==> config.mk <==
export PLATFORM = sky130hd
export DESIGN_NAME = irq_pin_override
export DESIGN_NICKNAME = d
export VERILOG_FILES = /design/src/rtl/irq_pin_pkg.sv /design/src/rtl/irq_pin_sync.sv /design/src/rtl/irq_pin_shaper.sv /design/src/rtl/irq_pin_regs.sv /design/src/rtl/irq_pin_override.sv
export SDC_FILE = /design/constraint.sdc
export NUM_CORES = 1
export LEC_CHECK = 0
export ABC_AREA = 1
export BUFFER_PORTS_ARGS = -buffer_cell sky130_fd_sc_hd__buf_4
export CORE_MARGIN = 2
export CORE_UTILIZATION = 25
export DETAILED_ROUTE_END_ITERATION = 10
export SLEW_MARGIN = 0
export SYNTH_ARGS = -nofsm -noshare
export SYNTH_HDL_FRONTEND = slang
export SYNTH_SLANG_ARGS = --single-unit
==> constraint.sdc <==
create_clock -name clk -period 2.45 [get_ports clk]
set_input_delay 0.49 -clock clk [delete_from_list [all_inputs] [get_ports clk]]
set_output_delay 0.49 -clock clk [all_outputs]
set_load 0.005 [all_outputs]
==> src/rtl/irq_pin_pkg.sv <==
package irq_pin_pkg;

   typedef enum logic [1:0] {
      DRV_FOLLOW     = 2'b00,
      DRV_FORCE_LO   = 2'b01,
      DRV_FORCE_HI   = 2'b10,
      DRV_FOLLOW_ALT = 2'b11
   } drv_code_e;

   localparam int unsigned REG_STATUS = 0;
   localparam int unsigned REG_CTRL   = 1;
   localparam int unsigned REG_DRIVE  = 2;
   localparam int unsigned MAX_LINES  = 32;

   // widen a per-line mask into a per-field (two bits per line) mask
   function automatic logic [2*MAX_LINES-1:0] pair_mask(input logic [MAX_LINES-1:0] line_mask,
                                                         input int unsigned n);
      logic [2*MAX_LINES-1:0] r;
      r = '0;
      for (int i = 0; i < MAX_LINES; i++) begin
         if (i < int'(n)) r[2*i +: 2] = {2{line_mask[i]}};
      end
      return r;
   endfunction

endpackage

==> src/rtl/irq_pin_sync.sv <==
module irq_pin_sync #(
   parameter int unsigned STAGES  = 2,
   parameter bit          RST_VAL = 1'b0
) (
   input  logic clk,
   input  logic rst_n,
   input  logic d,
   output logic q
);
   generate
      if (STAGES < 2) begin : g_bad_stages
         $error("irq_pin_sync: STAGES must be at least 2");
      end
   endgenerate

   logic [STAGES-1:0] chain;

   always_ff @(posedge clk) begin
      if (!rst_n) chain <= {STAGES{RST_VAL}};
      else        chain <= {chain[STAGES-2:0], d};
   end

   assign q = chain[STAGES-1];
endmodule

==> src/rtl/irq_pin_shaper.sv <==
module irq_pin_shaper
   import irq_pin_pkg::*;
#(
   parameter bit          HAS_SRC     = 1'b1,
   parameter bit          HAS_CTL     = 1'b0,
   parameter bit          IDLE_LEVEL  = 1'b1,
   parameter int unsigned SYNC_STAGES = 2
) (
   input  logic       clk,
   input  logic       rst_n,
   input  logic       raw,
   input  logic       edge_mode,
   input  logic       act_high,
   input  logic [1:0] drive,
   output logic       pin
);
   logic src_lvl;

   generate
      if (HAS_SRC) begin : g_src
         logic sync_q;

         irq_pin_sync #(.STAGES(SYNC_STAGES), .RST_VAL(1'b0)) u_sync (
            .clk   (clk),
            .rst_n (rst_n),
            .d     (raw),
            .q     (sync_q)
         );

         if (HAS_CTL) begin : g_ctl
            logic sync_d;
            logic rise;
            logic asserted;

            always_ff @(posedge clk) begin
               if (!rst_n) sync_d <= 1'b0;
               else        sync_d <= sync_q;
            end

            assign rise     = sync_q & ~sync_d;
            assign asserted = edge_mode ? rise : sync_q;
            assign src_lvl  = act_high ? asserted : ~asserted;
         end else begin : g_pass
            logic unused_ctl;
            assign unused_ctl = ^{edge_mode, act_high};
            assign src_lvl    = sync_q;
         end
      end else begin : g_nosrc
         logic unused_in;
         assign unused_in = ^{clk, rst_n, raw, edge_mode, act_high};
         assign src_lvl   = IDLE_LEVEL;
      end
   endgenerate

   always_comb begin
      unique case (drv_code_e'(drive))
         DRV_FORCE_LO: pin = 1'b0;
         DRV_FORCE_HI: pin = 1'b1;
         default:      pin = src_lvl;
      endcase
   end
endmodule

==> src/rtl/irq_pin_regs.sv <==
module irq_pin_regs
   import irq_pin_pkg::*;
#(
   parameter int unsigned            NUM_LINES = 7,
   parameter int unsigned            DATA_W    = 16,
   parameter int unsigned            ADDR_W    = 2,
   parameter logic [NUM_LINES-1:0]   CTL_MASK  = '1
) (
   input  logic                   clk,
   input  logic                   rst_n,
   input  logic                   wr_en,
   input  logic                   rd_en,
   input  logic [ADDR_W-1:0]      addr,
   input  logic [DATA_W-1:0]      wr_data,
   input  logic [NUM_LINES-1:0]   pin_lvl,
   output logic [2*NUM_LINES-1:0] ctl_q,
   output logic [2*NUM_LINES-1:0] drv_q,
   output logic [DATA_W-1:0]      rd_data
);
   localparam int unsigned FIELD_W = 2 * NUM_LINES;

   logic hit_status, hit_ctrl, hit_drive;
   logic wr_ctrl, wr_drive;
   logic unused_wr;

   assign hit_status = (addr == ADDR_W'(REG_STATUS));
   assign hit_ctrl   = (addr == ADDR_W'(REG_CTRL));
   assign hit_drive  = (addr == ADDR_W'(REG_DRIVE));
   assign wr_ctrl    = wr_en & hit_ctrl;
   assign wr_drive   = wr_en & hit_drive;
   assign unused_wr  = ^wr_data;

   generate
      for (genvar i = 0; i < NUM_LINES; i++) begin : g_line
         logic [1:0] drv_r;

         always_ff @(posedge clk) begin
            if (!rst_n)        drv_r <= DRV_FOLLOW;
            else if (wr_drive) drv_r <= wr_data[2*i +: 2];
         end
         assign drv_q[2*i +: 2] = drv_r;

         if (CTL_MASK[i]) begin : g_ctl
            logic [1:0] ctl_r;
            always_ff @(posedge clk) begin
               if (!rst_n)       ctl_r <= 2'b00;
               else if (wr_ctrl) ctl_r <= wr_data[2*i +: 2];
            end
            assign ctl_q[2*i +: 2] = ctl_r;
         end else begin : g_noctl
            assign ctl_q[2*i +: 2] = 2'b00;
         end
      end
   endgenerate

   always_ff @(posedge clk) begin
      if (!rst_n) begin
         rd_data <= '0;
      end else if (rd_en) begin
         if (hit_status)     rd_data <= DATA_W'(pin_lvl);
         else if (hit_ctrl)  rd_data <= DATA_W'(ctl_q[FIELD_W-1:0]);
         else if (hit_drive) rd_data <= DATA_W'(drv_q[FIELD_W-1:0]);
         else                rd_data <= '0;
      end
   end
endmodule

==> src/rtl/irq_pin_override.sv <==
module irq_pin_override
   import irq_pin_pkg::*;
#(
   parameter int unsigned          NUM_LINES   = 7,
   parameter int unsigned          DATA_W      = 16,
   parameter int unsigned          ADDR_W      = 2,
   parameter int unsigned          SYNC_STAGES = 2,
   parameter logic [NUM_LINES-1:0] CTL_MASK    = 7'b0011001,
   parameter logic [NUM_LINES-1:0] GATE_MASK   = 7'b0011000,
   parameter logic [NUM_LINES-1:0] NOSRC_MASK  = 7'b0000010,
   parameter bit                   IDLE_LEVEL  = 1'b1
) (
   input  logic                 clk,
   input  logic                 rst_n,
   input  logic [NUM_LINES-1:0] src_in,
   input  logic                 fault_in,
   input  logic [NUM_LINES-1:0] mod_absent,
   input  logic                 wr_en,
   input  logic                 rd_en,
   input  logic [ADDR_W-1:0]    addr,
   input  logic [DATA_W-1:0]    wr_data,
   output logic [DATA_W-1:0]    rd_data,
   output logic [NUM_LINES-1:0] irq_out
);
   localparam int unsigned FIELD_W = 2 * NUM_LINES;

   generate
      if (NUM_LINES < 1 || NUM_LINES > MAX_LINES) begin : g_bad_lines
         $error("irq_pin_override: NUM_LINES out of range");
      end
      if (DATA_W < FIELD_W) begin : g_bad_width
         $error("irq_pin_override: DATA_W too small for two bits per line");
      end
      if (ADDR_W < 2) begin : g_bad_addr
         $error("irq_pin_override: ADDR_W must reach three registers");
      end
      if ((GATE_MASK & NOSRC_MASK) != '0) begin : g_bad_masks
         $error("irq_pin_override: a line cannot be gated and sourceless");
      end
   endgenerate

   logic [FIELD_W-1:0]   ctl_q;
   logic [FIELD_W-1:0]   drv_q;
   logic [NUM_LINES-1:0] raw;

   irq_pin_regs #(
      .NUM_LINES (NUM_LINES),
      .DATA_W    (DATA_W),
      .ADDR_W    (ADDR_W),
      .CTL_MASK  (CTL_MASK)
   ) u_regs (
      .clk     (clk),
      .rst_n   (rst_n),
      .wr_en   (wr_en),
      .rd_en   (rd_en),
      .addr    (addr),
      .wr_data (wr_data),
      .pin_lvl (irq_out),
      .ctl_q   (ctl_q),
      .drv_q   (drv_q),
      .rd_data (rd_data)
   );

   generate
      for (genvar i = 0; i < NUM_LINES; i++) begin : g_line
         if (NOSRC_MASK[i]) begin : g_nosrc
            logic unused_in;
            assign unused_in = src_in[i] ^ mod_absent[i];
            assign raw[i]    = 1'b0;
         end else if (GATE_MASK[i]) begin : g_gated
            logic unused_src;
            assign unused_src = src_in[i];
            assign raw[i]     = fault_in & ~mod_absent[i];
         end else begin : g_direct
            logic unused_abs;
            assign unused_abs = mod_absent[i];
            assign raw[i]     = src_in[i];
         end

         irq_pin_shaper #(
            .HAS_SRC     (!NOSRC_MASK[i]),
            .HAS_CTL     (CTL_MASK[i]),
            .IDLE_LEVEL  (IDLE_LEVEL),
            .SYNC_STAGES (SYNC_STAGES)
         ) u_shaper (
            .clk       (clk),
            .rst_n     (rst_n),
            .raw       (raw[i]),
            .edge_mode (ctl_q[2*i]),
            .act_high  (ctl_q[2*i+1]),
            .drive     (drv_q[2*i +: 2]),
            .pin       (irq_out[i])
         );
      end
   endgenerate
endmodule

Word-level counts from Yosys, hierarchy flattened
Cells that the tools add are included.

cells by class
  muxes and demuxes = 16
  bitwise gates (word level) = 15
  equality and inequality tests = 15
  reduce and logical (&&, ||, !) cells = 1

operator list
  kind                  number
  $mux W16              2
  $eq A2 B1 Y1 const B  8
  $eq A2 B2 Y1 const B  7
  $mux W14              1
  $pmux W1 S2           6
  $not A1 Y1            8
  $and A1 B1 Y1         7
  $mux W1               7
  $logic_not A2 Y1      1

storage, ports and cells
  register bits after elaboration = 51
  input bits = 37
  output and inout port bits = 23
  logic and storage cells = 67

Depth between registers and ports, before layout
Gate-level depths: netlist (run 1).

  depth after elaboration = 7
  mapped depth = 7
  mapped depth without buffers = 6

Modules after synthesis
A second synthesis (run 1) with hierarchy kept.

unflattened totals
  cells, all modules = 313
  area total of the unflattened synthesis = 2200.9 µm²

modules (own cells, without submodules)
  module                                   times used  area an instance (µm²)  cells an instance
  irq_pin_regs                             1           1514.0                  211
  irq_pin_sync                             6           55.1                    6
  irq_pin_shaper (g_line[0].u_shaper ...)  3           80.1                    14
  irq_pin_shaper (g_line[2].u_shaper ...)  3           31.3                    6
  irq_pin_override                         1           15.0                    4
  irq_pin_shaper (g_line[1].u_shaper)      1           7.5                     2

Worst setup path after synthesis (run 1)
OpenSTA, ideal clock, no wires.

  path kind = reg2out
  start point = register u_regs.g_line[0].drv_r[0]
  end point = output port irq_out[0]
  required time = 1.960 ns
  data arrival time = 1.185 ns
  stages on the path, launching flop included = 6
  setup slack = 0.775 ns
  cells stage by stage = dfxtp_1 inv_1 ha_1 or2_2 and2_1 buf_4

on the way
  cells in the longest elaborated chain, start to end = 2

RTL lines
  element                                       RTL line                source
  from (decl)                                   irq_pin_regs.sv:35      logic [1:0] drv_r;
  from (signal assigned)                        irq_pin_regs.sv:39      else if (wr_drive) drv_r <= wr_data[2*i +: 2];
  $eq A2 B2 Y1 or $eq A2 B1 Y1 (tied branches)  irq_pin_shaper.sv:56    unique case (drv_code_e'(drive))
  $pmux W1 S2 (*)                               irq_pin_shaper.sv:56
  to (decl)                                     irq_pin_override.sv:23  output logic [NUM_LINES-1:0] irq_out

Mark *: on every way between the ends. The rest lies on a longest branch, timed or not.

Final worst setup path (run 1)
  start point = register u_regs.g_line[3].drv_r[0]
  end point = output port irq_out[3]

on the way
  cells in the longest elaborated chain, start to end = 2

RTL lines
  element                                       RTL line
  from (decl)                                   irq_pin_regs.sv:35
  from (signal assigned)                        irq_pin_regs.sv:39
  $eq A2 B2 Y1 or $eq A2 B1 Y1 (tied branches)  irq_pin_shaper.sv:56
  $pmux W1 S2 (*)                               irq_pin_shaper.sv:56

Marked as above.

==> results of run 1 <==
## cells by family after synthesis
group	Yosys count	share of synthesized area [%]
AOI/OAI and AO/OA	72	18.8
and+or+nand+nor	76	16.1
DFF	49	46.6
adders and majority gates	6	3.57
other	1	0.178
buffers and inverters	62	14.8
## power by group through the flow
stage | Sequential [mW] | Clock [mW] | Combinational (mW)
final | 0.852 | 0.517 | 0.212
after global routing | 0.857 | 0.569 | 0.246
after CTS | 0.852 | 0.534 | 0.216
after detailed placement | 0.871 | 0 | 0.215
after global placement | 0.870 | 0 | 0.213
after floorplan | 0.868 | 0 | 0.134
## cell usage in the layout (no fill, tap or decap), drive strengths merged
cell	instances
dfxtp	49
nand3	16
o22ai	3
ha	6
conb	2
nor3	2
clkinv	2
o21a	1
nand2	45
and2	3
a31oi	2
inv	41
clkbuf	7
a21oi	30
buf	48
a41oi	1
nor2	7
o21ai	35
or2	3
## layout make-up
cell class	instances	area (sq um)	share of cell area, %
inverter	42	160	6.28
sequential	49	981	38.5
timing repair buffer	48	360	14.1
clock inverter	1	5.00	0.196
clock buffer	7	96.3	3.78
tap	105	131	5.15
multi-input combinational	156	816	32.0
## critical path: cells and delay by family (launching register included)
| family | cells | cell delay (ns) |
|---|---|---|
| fa+ha+maj | 1 | 0.31 |
| flops | 1 | 0.35 |
| buf+inv | 2 | 0.19 |
| simple gates | 2 | 0.45 |
## sequential cells by signal, indices dropped and copies added, names as in the netlist
name,cells
u_regs.g_line.g_ctl.ctl_r,6
u_regs.rd_data,14
u_regs.g_line.drv_r,14
g_line.u_shaper.g_src.g_ctl.sync_d,3
g_line.u_shaper.g_src.u_sync.chain,12
## per-layer routing
metal	track usage [%]	vias up	wire (um)
met5	0	-	0
met1	14.3	774	2140
met3	3.99	8	368
met2	17.4	38	2100
met4	4.52	0	86
li1	-	911	-
## how the worst min path moves through the flow
stage | from | endpoint | slack (ns) | cells past startpoint
after global routing | mod_absent[4] | g_line[4].u_shaper.g_src.u_sync.chain[0]$_SDFF_PN0_ | 0.32 | 2
after detailed placement | g_line[0].u_shaper.g_src.u_sync.chain[0]$_SDFF_PN0_ | g_line[0].u_shaper.g_src.u_sync.chain[1]$_SDFF_PN0_ | 0.40 | 2
final | mod_absent[4] | g_line[4].u_shaper.g_src.u_sync.chain[0]$_SDFF_PN0_ | 0.34 | 2
after floorplan | g_line[0].u_shaper.g_src.u_sync.chain[0]$_SDFF_PN0_ | g_line[0].u_shaper.g_src.u_sync.chain[1]$_SDFF_PN0_ | 0.39 | 2
after CTS | mod_absent[4] | g_line[4].u_shaper.g_src.u_sync.chain[0]$_SDFF_PN0_ | 0.33 | 2
after global placement | g_line[2].u_shaper.g_src.u_sync.chain[0]$_SDFF_PN0_ | g_line[2].u_shaper.g_src.u_sync.chain[1]$_SDFF_PN0_ | 0.39 | 2
==> metrics, run 1 <==
largest cells by area after synthesis=dfxtp_1 47%, nand2_1 7.7%, a21oi_1 7.1%; H-tree depth=2; most frequent cell after synthesis=dfxtp_1; Mapped Avg Cell Area=7.91 sq um; R2R Path End=u_regs.rd_data[5]$_SDFFE_PN0P_; Post-synth top cells=49 x dfxtp_1, 43 x nand2_1, 39 x inv_1; sequential cell area fraction in the yosys report=46.6%; hold_ws=0.343 ns; asr flop ratio synth=0%; via/cell ratio=4.24; RSZ-0062 raised after global routing=no; post-route minimum period=2.07 ns; post-synth top area share=46.6%; fmax=482 MHz; die area=0.00917 sq mm; worst skew pair latency=0.30 ns; CTS tree=yes; final core utilization=31.2%; Slew @ Worst Pin=0.668 ns; EDFF count, synth=0; die height=95.8 um; drt first pass iters=4; initial drt markers=121; Worst VDD drop=0.295 mV; Worst Setup EP=irq_out[3]; initial antenna violation count=0; worst-path maximum fanout=2; Slowest-stage cell, CP=dfxtp_1; setup slack at placement=0.691 ns; cell area after synthesis=0.00210 sq mm; FF-to-FF path depth=5; combinational share of power=13.4%; final wirelength=4700 um; post-CTS setup buffers=0; row cnt=33; largest net degree at the start of global routing=40; gr ovfl total=0; clock skew=0.00841 ns; Rel. slew slack=55.3%; Final TNS setup=0 ns; IO buf count=47; Worst Hold Class=input port to register; Clock power frac=32.7%; final setup margin=0.377 ns; endpoints failing setup=0; nets@finish=345; Net Sw Frac=24.7%; Synth Instances=266; post-DP HPWL=3390 um; Resize count post-CTS=0; Synth area leader=dfxtp_1; flip-flop and latch count after synthesis=49; critical path launch point type=register; Max Cap Viol=0; post-route cell area=0.00255 sq mm; Root Buffer=clkbuf_8; Fill cells=879; Final ANT Viol Nets=0; routed len/inst=11.5 um; post-synthesis cell type count=26; dpl cells=400; kind of critical path=register to output pin; Layout Cells excl Fill=408; Initial Utilization=25.7%; RD Place Congestion=0.789; hold violation count in the final report=0; LEAKAGE=1.16 nW; Area growth, synth to finish=21.2%; crit end category=output pin; vias in the first global route=1685; FF-to-FF Start=u_regs.g_line[5].drv_r[0]$_SDFFE_PN0P_; ys flop type=dfxtp_1; dpl cell area=0.00245 sq mm; Max stage delay on crit path=0.35 ns; Post-route DRC=0; worst-path cell chain=inv_1 > ha_1 > or2_2 > and2_1 > buf_4; routed vias=1731; Num CTS Buffers=5; Worst EP required=1.96 ns; global-route wire length before repair=7960 um; status=finished clean; Reg clk slew, reported paths=0.09 ns; fin crit share=84.6%; # diodes=0; Worst Path Arrival=1.58 ns; # IOs=60; Total GRT Usage=11.3%; die width=95.8 um; fin. max-slew vios=0; Syn. warnings=0; R2R Setup Slk=1.20 ns; Setup crit start=u_regs.g_line[3].drv_r[0]$_SDFFE_PN0P_; TritonCTS Sinks=49; layout cells sized above 1=22.8%; pwr dens=620 mW/mm^2; cts hold-fix bufs=0; Internal Power=1.19 mW; Psw=390 uW; total core area=0.00818 sq mm; Clock Path Buffers=2; sequential power share=53.9%; Total Power=1.58 mW
(Power assumes the default switching activity.)
==> run 2: changes to the inputs <==
==> constraint.sdc (replaced) <==
create_clock -name clk -period 1.7 [get_ports clk]
set_input_delay 0.34 -clock clk [delete_from_list [all_inputs] [get_ports clk]]
set_output_delay 0.34 -clock clk [all_outputs]
set_load 0.005 [all_outputs]
==> metrics, run 2 (synthesized netlist as in run 1, its figures left out) <==
initial antenna violation count=0; crit end category=output pin; layout cells sized above 1=30.6%; status=finished, violations left; setup slack at placement=0.0799 ns; die height=95.8 um; largest net degree at the start of global routing=27; Clock power frac=32.1%; routed vias=1736; Psw=582 uW; Worst EP required=1.36 ns; post-DP HPWL=3560 um; Post-route DRC=0; top flop regs=u_regs.g_line.drv_r x14, u_regs.rd_data x14, g_line.u_shaper.g_src.u_sync.chain x12; sequential power share=52.7%; Root Buffer=clkbuf_8; worst hold stages=2; TritonCTS Sinks=49; Worst Path Arrival=1.38 ns; fin crit share=101%; Area growth, synth to finish=27.6%; hold_ws=0.192 ns; Net Sw Frac=24.9%; hold violation count in the final report=0; final wirelength=4900 um; initial drt markers=87; H-tree depth=2; Clock Path Buffers=2; gr ovfl total=0; kind of critical path=register to output pin; Final ANT Viol Nets=0; Num CTS Buffers=5; endpoints failing setup=1; routed len/inst=11.9 um; die width=95.8 um; RSZ-0062 raised after global routing=yes; combinational share of power=15.2%; FF-to-FF path depth=6; RD Place Congestion=0.797; Slowest-stage cell, CP=dfxtp_2; Initial Utilization=25.7%; Max stage delay on crit path=0.34 ns; failing checks=negative setup slack; Total GRT Usage=11.4%; die area=0.00917 sq mm; # diodes=0; Crit path max-delay family=simple AND/OR/NAND/NOR gates; Worst Hold Class=input port to register; drt first pass iters=4; fin. max-slew vios=0; Crit path depth=5; commonest cells after routing, fill and taps aside=49 x buf_4, 43 x nand2_1, 41 x dfxtp_1; critical path launch point type=register; via/cell ratio=4.21; clock skew=0.00509 ns; fmax=583 MHz; final core utilization=32.9%; CTS tree=yes; worst-path maximum fanout=2; most common cell after layout, fill and taps aside=buf_4; worst skew pair latency=0.30 ns; global-route wire length before repair=8020 um; post-route minimum period=1.72 ns; cts hold-fix bufs=0; Worst VDD drop=0.370 mV; final setup margin=-0.0167 ns; vias in the first global route=1701; LEAKAGE=1.21 nW; total core area=0.00818 sq mm; Buf/Inv on CP=2; IO buf count=47; row cnt=33; pwr dens=870 mW/mm^2; Reg clk slew, reported paths=0.08 ns; worst-path cell chain=inv_2 > ha_4 > or2_4 > and2_4 > buf_6; # IOs=60; Internal Power=1.76 mW; Fill cells=879; nets@finish=349; Max Cap Viol=0
==> run 2: per-stage QoR <==
stage | power [mW] | TNS, ns | area [sq um] | instances
after floorplan | 1.44 | 0 | 2110 | 267
after global placement | 1.56 | 0 | 2460 | 401
after detailed placement | 1.57 | 0 | 2460 | 401
after CTS | 2.35 | -0.0691 | 2640 | 411
after global routing | 2.47 | -0.185 | 2690 | 412
final | 2.34 | -0.0167 | 2690 | 412
==> run 2: metal layers <==
metal	vias to the layer above	track usage [%]	share of wire (%)
met1	773	13.4	45
met4	0	4.64	1.6
met2	33	19.2	47
met5	-	0	0
li1	923	-	-
met3	7	3.76	6.3
==> run 2: path summary, 6_finish.rpt <==
| path | endpoint | slack [ns] | from |
|---|---|---|---|
| setup / recovery | irq_out[3] | -0.02 | u_regs.g_line[3].drv_r[0]$_SDFFE_PN0P_ |
| hold / removal | g_line[3].u_shaper.g_src.u_sync.chain[0]$_SDFF_PN0_ | 0.19 | mod_absent[3] |
| hold reg to reg | g_line[5].u_shaper.g_src.u_sync.chain[1]$_SDFF_PN0_ | 0.42 | g_line[5].u_shaper.g_src.u_sync.chain[0]$_SDFF_PN0_ |
| setup reg to reg | u_regs.rd_data[0]$_SDFFE_PN0P_ | 0.52 | u_regs.g_line[0].drv_r[0]$_SDFFE_PN0P_ |
==> run 2: power by group through the flow <==
stage,registers (mW),clock network (mW),logic [mW]
2_1_floorplan,1.25,0,0.193
3_3_place_gp,1.25,0,0.309
3_5_place_dp,1.25,0,0.314
4_1_cts,1.23,0.776,0.347
5_1_grt,1.24,0.827,0.401
6_report,1.23,0.750,0.355
==> run 2: worst reg2reg max path: stages (launching register included) <==
cell and delay [ns]:
dfxtp_2 0.34, inv_2 0.05, ha_4 0.21, or2_4 0.22, buf_4 0.13, nand3_1 0.07, a21oi_1 0.06
==> run 2: timing repair <==
item / CTS / global route
pin swaps: 7 / 2
setup endpoints to repair: 5 / 6
buffers inserted: 2 / 1
resized for setup: 23 / 6
==> run 2: final cells by class <==
class | count | area (sq um) | share of cell area [%]
Multi-Input combinational cell | 156 | 901 | 33.5
Timing Repair Buffer | 52 | 402 | 15.0
Inverter | 42 | 160 | 5.96
Clock buffer | 7 | 96.3 | 3.59
Sequential cell | 49 | 991 | 36.9
Tap cell | 105 | 131 | 4.89
Clock inverter | 1 | 5.00 | 0.186
